File: config.mk
export PLATFORM = sky130hd
export DESIGN_NAME = bbt_target
export DESIGN_NICKNAME = d
export VERILOG_FILES = /design/src/rtl/bbt_pkg.sv /design/src/rtl/bbt_decode.sv /design/src/rtl/bbt_addr_ctr.sv /design/src/rtl/bbt_wait_ctr.sv /design/src/rtl/bbt_target.sv
export SDC_FILE = /design/constraint.sdc
export NUM_CORES = 1
export LEC_CHECK = 0
export BUFFER_PORTS_ARGS = -buffer_cell sky130_fd_sc_hd__buf_2
export CAP_MARGIN = 0
export CORE_UTILIZATION = 37
export DETAILED_ROUTE_END_ITERATION = 10
export PLACE_DENSITY = 0.92
export SLEW_MARGIN = 20
export SYNTH_ARGS = -nofsm -noshare
export SYNTH_HDL_FRONTEND = slang
export SYNTH_SLANG_ARGS = --single-unit
File: constraint.sdc
create_clock -name clk -period 2.2 [get_ports clk]
set_input_delay 0.22 -clock clk [delete_from_list [all_inputs] [get_ports clk]]
set_output_delay 0.22 -clock clk [all_outputs]
set_load 0.1 [all_outputs]
File: src/rtl/bbt_pkg.sv
`timescale 1ns/1ps
package bbt_pkg;

    typedef enum logic [2:0] {
        ST_IDLE,
        ST_SKIP,
        ST_TURN,
        ST_DATA,
        ST_BACKOFF,
        ST_RELEASE
    } bbt_state_e;

    localparam logic [3:0] CMD_READ  = 4'b0110;
    localparam logic [3:0] CMD_WRITE = 4'b0111;

endpackage

File: src/rtl/bbt_decode.sv
`timescale 1ns/1ps
module bbt_decode #(
    parameter int DATA_W = 32,
    parameter int ADDR_W = 6,
    parameter logic [DATA_W-ADDR_W-1:0] BASE_TAG = '0
) (
    input  logic [DATA_W-1:0] ad,
    input  logic [3:0]        cmd,
    output logic              hit,
    output logic              is_rd,
    output logic              is_wr
);
    import bbt_pkg::*;

    always_comb begin
        hit   = (ad[DATA_W-1:ADDR_W] == BASE_TAG);
        is_rd = (cmd == CMD_READ);
        is_wr = (cmd == CMD_WRITE);
    end

endmodule

File: src/rtl/bbt_addr_ctr.sv
`timescale 1ns/1ps
module bbt_addr_ctr #(
    parameter int ADDR_W = 6
) (
    input  logic              clk,
    input  logic              rst_n,
    input  logic              load,
    input  logic [ADDR_W-1:0] load_val,
    input  logic              step,
    output logic [ADDR_W-1:0] addr,
    output logic              at_end
);
    always_ff @(posedge clk or negedge rst_n) begin
        if (!rst_n) begin
            addr <= '0;
        end else if (load) begin
            addr <= load_val;
        end else if (step) begin
            addr <= addr + ADDR_W'(1);
        end
    end

    assign at_end = &addr;

endmodule

File: src/rtl/bbt_wait_ctr.sv
`timescale 1ns/1ps
module bbt_wait_ctr #(
    parameter int LIMIT = 4
) (
    input  logic clk,
    input  logic rst_n,
    input  logic clear,
    input  logic count_en,
    output logic expired
);
    localparam int CNT_W = $clog2(LIMIT + 1);

    logic [CNT_W-1:0] cnt_q;

    always_ff @(posedge clk or negedge rst_n) begin
        if (!rst_n) begin
            cnt_q <= '0;
        end else if (clear) begin
            cnt_q <= '0;
        end else if (count_en) begin
            cnt_q <= cnt_q + CNT_W'(1);
        end
    end

    assign expired = count_en && (cnt_q == CNT_W'(LIMIT - 1));

endmodule

File: src/rtl/bbt_target.sv
`timescale 1ns/1ps
module bbt_target #(
    parameter int DATA_W = 32,
    parameter int ADDR_W = 6,
    parameter logic [DATA_W-ADDR_W-1:0] BASE_TAG = 26'h12_3456,
    parameter int RETRY_WAITS = 4
) (
    input  logic              clk,
    input  logic              rst_n,
    input  logic              bus_frame,
    input  logic [3:0]        bus_cmd,
    input  logic [DATA_W-1:0] bus_ad_in,
    input  logic              bus_mrdy,
    output logic [DATA_W-1:0] bus_ad_out,
    output logic              bus_ad_oe,
    output logic              bus_sel,
    output logic              bus_trdy,
    output logic              bus_stop,
    output logic              bus_ctl_oe,
    output logic [ADDR_W-1:0] mem_addr,
    output logic              mem_wr,
    output logic [DATA_W-1:0] mem_wdata,
    output logic              mem_strobe,
    input  logic [DATA_W-1:0] mem_rdata,
    input  logic              mem_ready
);
    import bbt_pkg::*;

    bbt_state_e state_q, state_d;
    logic hit, cmd_rd, cmd_wr;
    logic is_wr_q, abort_q, first_q;
    logic claim, xfer, at_end, retry;
    logic [ADDR_W-1:0] addr;

    bbt_decode #(
        .DATA_W   (DATA_W),
        .ADDR_W   (ADDR_W),
        .BASE_TAG (BASE_TAG)
    ) u_decode (
        .ad    (bus_ad_in),
        .cmd   (bus_cmd),
        .hit   (hit),
        .is_rd (cmd_rd),
        .is_wr (cmd_wr)
    );

    bbt_addr_ctr #(
        .ADDR_W (ADDR_W)
    ) u_addr (
        .clk      (clk),
        .rst_n    (rst_n),
        .load     (claim),
        .load_val (bus_ad_in[ADDR_W-1:0]),
        .step     (xfer),
        .addr     (addr),
        .at_end   (at_end)
    );

    bbt_wait_ctr #(
        .LIMIT (RETRY_WAITS)
    ) u_wait (
        .clk      (clk),
        .rst_n    (rst_n),
        .clear    (state_q != ST_DATA),
        .count_en ((state_q == ST_DATA) && first_q && !mem_ready),
        .expired  (retry)
    );

    assign claim = (state_q == ST_IDLE) && bus_frame && hit;
    assign xfer  = (state_q == ST_DATA) && mem_ready && bus_mrdy;

    // state register
    always_ff @(posedge clk or negedge rst_n) begin
        if (!rst_n) begin
            state_q <= ST_IDLE;
        end else begin
            state_q <= state_d;
        end
    end

    // transaction attributes captured at the address phase
    always_ff @(posedge clk or negedge rst_n) begin
        if (!rst_n) begin
            is_wr_q <= 1'b0;
            abort_q <= 1'b0;
            first_q <= 1'b0;
        end else if (claim) begin
            is_wr_q <= cmd_wr;
            abort_q <= !cmd_rd && !cmd_wr;
            first_q <= 1'b1;
        end else if (xfer) begin
            first_q <= 1'b0;
        end
    end

    // next-state logic
    always_comb begin
        state_d = state_q;
        unique case (state_q)
            ST_IDLE: begin
                if (bus_frame) begin
                    if (!hit)        state_d = ST_SKIP;
                    else if (cmd_rd) state_d = ST_TURN;
                    else if (cmd_wr) state_d = ST_DATA;
                    else             state_d = ST_BACKOFF;
                end
            end
            ST_SKIP: begin
                if (!bus_frame && !bus_mrdy) state_d = ST_IDLE;
            end
            ST_TURN: begin
                state_d = ST_DATA;
            end
            ST_DATA: begin
                if (xfer) begin
                    if (!bus_frame)  state_d = ST_RELEASE;
                    else if (at_end) state_d = ST_BACKOFF;
                end else if (retry) begin
                    state_d = ST_BACKOFF;
                end
            end
            ST_BACKOFF: begin
                if (!bus_frame) state_d = ST_RELEASE;
            end
            ST_RELEASE: begin
                if (!bus_frame && !bus_mrdy) state_d = ST_IDLE;
            end
            default: state_d = ST_IDLE;
        endcase
    end

    // outputs
    always_comb begin
        bus_ctl_oe = 1'b0;
        bus_sel    = 1'b0;
        bus_trdy   = 1'b0;
        bus_stop   = 1'b0;
        bus_ad_oe  = 1'b0;
        mem_strobe = 1'b0;
        unique case (state_q)
            ST_IDLE, ST_SKIP: ;
            ST_TURN: begin
                bus_ctl_oe = 1'b1;
                bus_sel    = 1'b1;
            end
            ST_DATA: begin
                bus_ctl_oe = 1'b1;
                bus_sel    = 1'b1;
                bus_trdy   = mem_ready;
                bus_stop   = at_end;
                bus_ad_oe  = !is_wr_q;
                mem_strobe = mem_ready && bus_mrdy;
            end
            ST_BACKOFF: begin
                bus_ctl_oe = 1'b1;
                bus_sel    = !abort_q;
                bus_stop   = 1'b1;
            end
            ST_RELEASE: begin
                bus_ctl_oe = 1'b1;
            end
            default: ;
        endcase
    end

    assign bus_ad_out = bus_ad_oe ? mem_rdata : '0;
    assign mem_addr   = addr;
    assign mem_wr     = is_wr_q;
    assign mem_wdata  = bus_ad_in;

endmodule

==> metrics, run 1 <==
CTS HTree Levels 1; area grow syn2layout 73.69%; Die W 66.84 um; unique cell type count in the Yosys netlist 44; CTS max path bufs 2; via count approximately 1,700; M3 GR Usage 0.04281; post-layout util 0.6705; first-pass GRT wire length 7383 um; setup bufs post-CTS 0; routed vias/inst 5.040; Post-DP Area 2645 sq um; Clk pin slew, worst setup/hold paths roughly 60 ps; non-filler cells, final 346; cell with the biggest individual delay on the critical path dfrtp_1; initial antenna violation count 0; FF-to-FF Start state_q[1]; Hold/Removal Path Class primary input to flip-flop; worst skew pair latency 260 ps; die footprint about 4500 sq um; Ports 150; Seq/Total Area, Yosys 0.2414; EDFF count, synth 0; cell family with most CP delay flip-flops; final setup margin 160.2 ps; vias in the first global route 1,554; Synth area leaders dfrtp_1, buf_4, and3_1, ha_1, xnor2_1; Num CTS Buffers 3; FMAX between 0.4 and 0.5 GHz; NumNets Final 374; min-delay src bus_ad_in[3]; Slew HR 0.5791; Core Area 4029 sq um; Max stage delay on crit path between 500 and 600 ps; Worst EP arrival 1820 ps; grt met1 use 0.2427; final hold vios 0; busiest layer in global routing met2; GRT overflow 0; crit path max fanout 34; count leader, synth and3_1; CP Buf/Inv Count 2; GPL Wtd Cong 0.7957; VDD IR-drop max about 0.00029 V; largest area contributor in the netlist dfrtp_1; Design Area, Final around 2700 sq um; Mapped Nets 261; DR DRC count 0; Avg Inst Size Synth 8.452 sq um; DRT Pass-1 Iters 4; ys flop type dfrtp_1; type of origin of the critical path flip-flop; #FFs+latches synth 15; PwrDens 329.3 nW/um^2; Iter 0 DRT Violations 47; reg-to-reg slack, setup 350 ps; CTS Root Cell clkbuf_8; count of standard-cell rows 23; Post-DRT Antenna Nets 0; post-DP HPWL 4119 um; Final Skew 1.382 ps; CP Data Required Time 1980 ps; Die H 66.84 um; WS Path Type flip-flop to output port; Finish-stage setup viols 0; crit path cell chain and3b_1 -> buf_4 -> and3_1 -> buf_12; r2r worst-path depth 6; Final period util 0.9272; Hold EP u_addr.addr[3]; hold-fix buffers at CTS 1; min Tclk post-route between 2000 and 2500 ps; Crit. Startpoint state_q[1]; Cells after Synth 184; Post-Place Cells 341; worst hold margin 187.5 ps; largest net degree at the start of global routing 35; layout cell share with drive strength beyond 1 0.6655; synthesized cell area between 1500 and 2000 sq um; Commonest cells post-synth and3_1, buf_4, dfrtp_1; GRT Overall Usage 0.2159; Slew @ Worst Pin 630.7 ps; asr flop ratio synth 1.000; WHS Path Cells 2; Ys Warns 0; post-cts sizing count 0; end of the worst register-to-register path u_addr.addr[3]; share of the synthesized area in the top cell type 0.2414; Static Leak 1.438 nW; Max Slew Vio Count 0; RSZ-0062 raised after global routing false; Total Routed Length 4914 um; Ant. Diodes 0; Crit. End Element output port; CTS tree built; buffers added on ports 149; DR WL/cell 14.20 um; # clock sinks 15; pre-CTS WS around 350 ps; status finished clean; M2 GR Usage 0.3965; Initial Utilization 0.3860; Max-Cap Viols 0
==> state kept, by name, indices dropped and copies added, names as in the netlist <==
register and flops:
u_wait.cnt_q 3, first_q 1, abort_q 1, u_addr.addr 6, state_q 3, mem_wr 1
==> area by class of cell <==
class | instances | area (sq um)
fillers | 323 | 1328
repair buffers | 151 | 1274
multi-input cells | 120 | 920.9
flip-flops and latches | 15 | 375.4
well taps | 50 | 62.56
clock buffers | 3 | 41.29
inverters | 6 | 22.52
clock inverters | 1 | 5.005
==> stage by stage <==
step	power [W]	setup TNS, ps
after floorplan	0.0005936	-106.8
after global placement	0.0006524	0
after detailed placement	0.0006587	0
after CTS	0.0008923	0
after global routing	0.0009155	0
final	0.0008896	0
==> cells in the final DEF, fill, tap and decap left out, types with 2 or more instances in the layout <==
cell type and count:
mux2_1 3, clkbuf_8 3, nand3b_1 4, inv_1 5, nor3_1 3, dfrtp_1 15
nor2_1 9, buf_2 115, o21ai_0 2, nor2b_1 2, nor3b_1 2, a31oi_1 3
xnor2_1 5, nand3_1 4, and3_2 29, nand3_2 2, mux2i_1 2, nand4_1 2
mux2_4 2, and3_1 5, a211oi_1 3, nand2_1 11, buf_12 34, ha_1 4
==> logic make-up (layout without fill, tap and decap cells) <==
| kind of cell | count (synthesis) | in the layout | synth area share |
|---|---|---|---|
| AOI/OAI and AO/OA | 17 | 17 | 0.07562 |
| xor gates and xnor gates | 6 | 6 | 0.03379 |
| adders and majority gates | 4 | 4 | 0.03218 |
| buffers and inverters | 49 | 161 | 0.2011 |
| DFF | 15 | 15 | 0.2414 |
| muxes | 7 | 7 | 0.05390 |
| and+or+nand+nor | 86 | 86 | 0.3620 |
==> worst register-to-register path, delay by kind of cell (launching register included) <==
kind          cells  cell delay, ps
xor+xnor          1             150
buf+inv           1             180
flops             1             550
mux               1             290
simple gates      3             560
==> routing by layer <==
layer  share of wire  up-vias  wire length (um)
li1                -      843                 -
met1            0.36      807              1755
met2            0.54       87              2653
met3           0.088        7               434
met4           0.014        0                70
met5               0        -                 0
==> worst max-delay path by stage <==
stage	end	cells past startpoint	slack, ps
after floorplan	bus_stop	3	-110
after global placement	u_addr.addr[0]	5	360
after detailed placement	u_addr.addr[2]	6	350
after CTS	bus_ad_out[1]	4	180
after global routing	bus_ad_out[1]	4	80
final	bus_ad_out[1]	4	160
==> power breakdown <==
part	internal (W)	switching, W	total (W)	leakage, nW
clock network	0.000126	0.000108	0.000234	0.0255
registers	0.000278	0.00000524	0.000283	0.201
logic	0.0000812	0.000291	0.000372	1.21
total	0.000485	0.000404	0.000890	1.44
Power figures use the tool's default switching activity.
==> inputs of run 2 (changes only) <==
- MAX_ROUTING_LAYER: default -> met4
- REMOVE_ABC_BUFFERS: default -> 1
- SLEW_MARGIN: 20 -> default
==> run 2 against run 1 <==
- via count up 1.9%
- combinational power about the same
- count of clock-buffer cells in the layout up 1
- die area unchanged
- largest cell class unchanged
==> metrics, run 2 (synthesis gave the netlist of run 1 again) <==
status finished clean (unchanged); CP Buf/Inv Count 1 (was 2); final hold vios 0 (unchanged); post-DP HPWL 4315 um (was 4119 um); Iter 0 DRT Violations 82 (was 47); DRT Pass-1 Iters 4 (unchanged); r2r worst-path depth 4 (was 6); die footprint 4467 sq um (unchanged); post-cts sizing count 0 (unchanged); Ant. Diodes 0 (unchanged); Largest register FFs 6 (unchanged); pre-CTS WS 351.0 ps (was 346.7 ps); initial antenna violation count 0 (unchanged); Crit. End Element output port (unchanged); via count 1,778 (was 1,744); GPL Wtd Cong 0.9158 (was 0.7957); cell with the biggest individual delay on the critical path dfrtp_1 (unchanged); post-layout util 0.6587 (was 0.6705); Slew HR 0.5550 (was 0.5791); Sw Share 0.4476 (was 0.4546); min Tclk post-route 2020 ps (was 2040 ps); Final period util 0.9180 (was 0.9272); vias in the first global route 1,614 (was 1,554); first-pass GRT wire length 7555 um (was 7383 um); Int Power 0.0004879 W (was 0.0004852 W); final setup margin 180.4 ps (was 160.2 ps); count of standard-cell rows 23 (unchanged); VDD IR-drop max 0.0003787 V (was 0.0002882 V); CTS max path bufs 2 (unchanged); Static Leak 1.447 nW (was 1.438 nW); GRT overflow 0 (unchanged); Net Sw Power 0.0003954 W (was 0.0004044 W); Finish-stage setup viols 0 (unchanged); CTS tree built (unchanged); crit path max fanout 10 (was 34); Ports 150 (unchanged); hold-fix buffers at CTS 1 (unchanged); largest net degree at the start of global routing 35 (unchanged); Die W 66.84 um (unchanged); end of the worst register-to-register path abort_q (was u_addr.addr[3]); non-filler cells, final 347 (was 346); CTS HTree Levels 1 (unchanged); Max-Cap Viols 0 (unchanged); CTS Root Cell clkbuf_8 (unchanged); NumNets Final 375 (was 374); Max Slew Vio Count 0 (unchanged); Slew @ Worst Pin 666.8 ps (was 630.7 ps); Final Skew 1.050 ps (was 1.382 ps); Sum Neg Setup Slack 0 ps (unchanged); FMAX 0.4951 GHz (was 0.4902 GHz); DR DRC count 0 (unchanged); Max stage delay on crit path 470 ps (was 550 ps); type of origin of the critical path flip-flop (unchanged); crit path cell chain nand3b_1 -> o21ai_0 -> buf_2 (was and3b_1 -> buf_4 -> and3_1 -> buf_12); min-delay src bus_ad_in[4] (was bus_ad_in[3]); WS Path Type flip-flop to output port (unchanged); Top reg by flops u_addr.addr (unchanged); DR WL/cell 14.77 um (was 14.20 um); Post-Place Cells 342 (was 341); Largest regs u_addr.addr (6), state_q (3), u_wait.cnt_q (3) (unchanged); area grow syn2layout 70.64% (was 73.69%); PwrDens 332.8 nW/um^2 (was 329.3 nW/um^2); fraction of power consumed by sequential logic 0.320 (was 0.318); setup bufs post-CTS 0 (unchanged); commonest non-fill, non-tap cells in the layout buf_2, and3_1, buf_12 (was buf_2, buf_12, and3_2); GRT Overall Usage 0.2301 (was 0.2159); Clk pin slew, worst setup/hold paths 60 ps (about the same); Hold/Removal Path Class primary input to flip-flop (unchanged); Hold EP u_addr.addr[4] (was u_addr.addr[3]); RSZ-0062 raised after global routing false (unchanged); worst skew pair latency 250 ps (was 260 ps); Clock power frac 0.257 (was 0.263); buffers added on ports 149 (unchanged); CP Data Required Time 1980 ps (about the same); Post-DRT Antenna Nets 0 (unchanged); power share of the combinational group 0.423 (was 0.418); Total Routed Length 5125 um (was 4914 um); Core Area 4029 sq um (unchanged); routed vias/inst 5.124 (was 5.040); Initial Utilization 0.3860 (unchanged); reg-to-reg slack, setup 370 ps (was 350 ps); fillers 336 (was 323); cell family with most CP delay flip-flops (unchanged); layout cell share with drive strength beyond 1 0.5556 (was 0.6655); # clock sinks 15 (unchanged); FF-to-FF Start state_q[2] (was state_q[1]); Reg area 375.4 sq um (unchanged); most common cell after layout, fill and taps aside buf_2 (unchanged); multi-input combinational cell area 867.1 sq um (was 920.9 sq um); Die H 66.84 um (unchanged); WHS Path Cells 2 (unchanged); Num CTS Buffers 3 (unchanged); Worst EP arrival 1800 ps (was 1820 ps)
## run 2: worst max-delay path by stage
stage / start / to / depth (start not counted)
2_1_floorplan: u_addr.addr[0] / bus_stop / 3
3_3_place_gp: bus_ad_in[21] / u_addr.addr[4] / 5
3_5_place_dp: bus_ad_in[6] / u_addr.addr[2] / 6
4_1_cts: state_q[2] / bus_stop / 3
5_1_grt: state_q[2] / bus_stop / 3
6_report: state_q[2] / bus_stop / 3
## run 2: final cells by class
cell class / count / share of cell area
Timing Repair Buffer: 152 / 0.4828
Multi-Input combinational cell: 120 / 0.3267
Sequential cell: 15 / 0.1414
Tap cell: 50 / 0.02357
Clock buffer: 4 / 0.01697
Inverter: 6 / 0.008487
## run 2: layer usage
layer  wire length, um  global-route usage  part of all wire
met3               408             0.05137             0.080
met1              1970              0.2563              0.38
met2              2663              0.4028              0.52
met5                 0                   -                 0
met4                82             0.07713             0.016
## run 2: per-stage QoR
stage / cell area [sq um] / hold WS, ps / power [W]
after CTS: 2654 / 191.4 / 0.0008871
after detailed placement: 2599 / 146.8 / 0.0006594
final: 2654 / 190.0 / 0.0008833
after floorplan: 1265 / -75.59 / 0.0003149
after global placement: 2599 / 135.3 / 0.0006555
after global routing: 2654 / 204.7 / 0.0009126
## run 2: power groups by stage
stage	sequential [W]	combinational (W)	clock [W]
final	0.000283	0.000374	0.000227
after global placement	0.000288	0.000368	0
after CTS	0.000283	0.000374	0.000231
after floorplan	0.000287	0.0000282	0
after global routing	0.000283	0.000388	0.000241
after detailed placement	0.000288	0.000372	0
==> inputs of run 3 (changes only) <==
- SLEW_MARGIN: default -> 10
- clock period: 2.2 -> 2.1 ns (I/O delays scaled with it)
==> run 3 against run 2 <==
- die area unchanged
- worst hold slack worse by 1.4 ps
- register-to-register slack worse by 100 ps
- sequential power up 5%
- clock power up 4%
- first-iteration DRC count down 33%
- sequential share of layout area about the same
- largest cell class unchanged
==> metrics, run 3 (synthesis gave the netlist of run 1 again) <==
FMAX 0.5063 GHz; M1 wire length 1866 um (was 1970 um); VDD IR-drop max 0.0003439 V (was 0.0003787 V); Die H 66.84 um (unchanged); Max stage delay on crit path 470 ps (about the same); Ant. Diodes 0 (unchanged); # clock sinks 15 (unchanged); Post-Place Cells 343 (was 342); min Tclk post-route 1975 ps; CTS HTree Levels 1 (unchanged); Final period util 0.9405; Levels on crit path 3 (unchanged); crit path max fanout 10 (unchanged); DRT Pass-1 Iters 4 (unchanged); commonest non-fill, non-tap cells in the layout buf_2, and3_1, buf_12 (unchanged); first-pass GRT wire length 7093 um (was 7555 um); GPL Wtd Cong 0.9781 (was 0.9158); crit path cell chain nand3b_1 -> o21ai_0 -> buf_2 (unchanged); CP Capture Point bus_stop (unchanged); Static Leak 1.453 nW (was 1.447 nW); Post-DP Area 2606 sq um (was 2599 sq um); CTS tree built (unchanged); PwrDens 346.8 nW/um^2 (was 332.8 nW/um^2); via count 1,721 (was 1,778); Slew HR 0.5400 (was 0.5550); Num CTS Buffers 3 (unchanged); NumNets Final 376 (was 375); Worst EP arrival 1760 ps (was 1800 ps); type of origin of the critical path flip-flop (unchanged); Total Routed Length 4968 um (was 5125 um); die footprint 4467 sq um (unchanged); largest net degree at the start of global routing 35 (unchanged); GRT Overall Usage 0.2147 (was 0.2301); Finish-stage setup viols 0 (unchanged); cell family with most CP delay flip-flops (unchanged); setup bufs post-CTS 0 (unchanged); Design Area, Final 2661 sq um (was 2654 sq um); Max Slew Vio Count 0 (unchanged); met3 WL post-DR 411 um (was 408 um); layout cell share with drive strength beyond 1 0.5570 (was 0.5556); Largest register FFs 6 (unchanged); Hold/Removal Path Class primary input to flip-flop (unchanged); met2 WL post-DR 2589 um (was 2663 um); CP Data Required Time 1890 ps (was 1980 ps); CP Buf/Inv Count 1 (unchanged); most common cell after layout, fill and taps aside buf_2 (unchanged); pre-CTS WS 256.9 ps (was 351.0 ps); Slew @ Worst Pin 689.3 ps (was 666.8 ps); cell with the biggest individual delay on the critical path dfrtp_1 (unchanged); worst skew pair latency 250 ps (about the same); worst hold margin 188.6 ps (was 190.0 ps); Top reg by flops u_addr.addr (unchanged); WS Path Type flip-flop to output port (unchanged); Max-Cap Viols 0 (unchanged); Largest regs u_addr.addr (6), state_q (3), u_wait.cnt_q (3) (unchanged); FF-to-FF Start state_q[2] (unchanged); CTS max path bufs 2 (unchanged); final hold vios 0 (unchanged); Core Area 4029 sq um (unchanged); vias in the first global route 1,556 (was 1,614); Clk pin slew, worst setup/hold paths 60 ps (about the same); status finished clean (unchanged); reg-to-reg slack, setup 270 ps (was 370 ps); non-filler cells, final 348 (was 347); DR WL/cell 14.28 um (was 14.77 um); count of standard-cell rows 23 (unchanged); post-DP HPWL 4224 um (was 4315 um); end of the worst register-to-register path u_addr.addr[3] (was abort_q); Post-DRT Antenna Nets 0 (unchanged); r2r worst-path depth 6 (was 4); DR DRC count 0 (unchanged); initial antenna violation count 0 (unchanged); post-cts sizing count 0 (unchanged); Iter 0 DRT Violations 55 (was 82); Final Skew 3.377 ps (was 1.050 ps); buffers added on ports 149 (unchanged); Initial Utilization 0.3860 (unchanged); GRT overflow 0 (unchanged); Die W 66.84 um (unchanged); final setup margin 125.0 ps (was 180.4 ps); top routing layer used met4 (unchanged); area grow syn2layout 71.12% (was 70.64%); Ports 150 (unchanged); routed vias/inst 4.945 (was 5.124); Crit. Startpoint state_q[2] (unchanged); Crit. End Element output port (unchanged); RSZ-0062 raised after global routing false (unchanged); CTS Root Cell clkbuf_8 (unchanged)
-- run 3: cell types whose count changed in the layout (fill, tap and decap cells not counted) --
cell / delta
buf_4: +1
-- run 3: stage by stage --
step | util | TNS, ps | total power (W)
finish | 0.6606 | 0 | 0.0009228
global route | 0.6606 | 0 | 0.0009579
CTS | 0.6606 | 0 | 0.0009291
detailed placement | 0.6469 | 0 | 0.0006916
global placement | 0.6469 | 0 | 0.0006867
floorplan | - | -10270 | 0.0003299
-- run 3: layout make-up --
class | instances | area [sq um]
timing repair buffer | 153 | 1289
tap | 50 | 62.56
multi-input combinational | 120 | 867.1
clock buffer | 4 | 45.04
inverter | 6 | 22.52
fill | 315 | 1368
sequential | 15 | 375.4
-- run 3: worst min path at each step --
stage,from,to,slack [ps],cells past startpoint
detailed placement,rst_n,u_addr.addr[4],140,1
global route,bus_ad_in[4],u_addr.addr[4],200,2
finish,bus_ad_in[4],u_addr.addr[4],190,2
floorplan,rst_n,abort_q,-90,0
global placement,rst_n,u_addr.addr[2],130,1
CTS,bus_ad_in[4],u_addr.addr[4],190,2
-- run 3: power breakdown --
group	switching (W)	total, W	internal [W]
logic	0.000306	0.000391	0.0000852
registers	0.00000530	0.000297	0.000291
clock network	0.000101	0.000235	0.000134
-- run 3: repair_timing --
action,CTS,global route
hold buffers,1,0
endpoints found under the setup margin,0,0
hold endpoints to repair,15,0
-- run 3: routing by layer --
metal,vias up,track usage
met2,88,0.3801
li1,848,-
met1,774,0.2357
met5,-,-
met3,11,0.03938
met4,0,0.08511
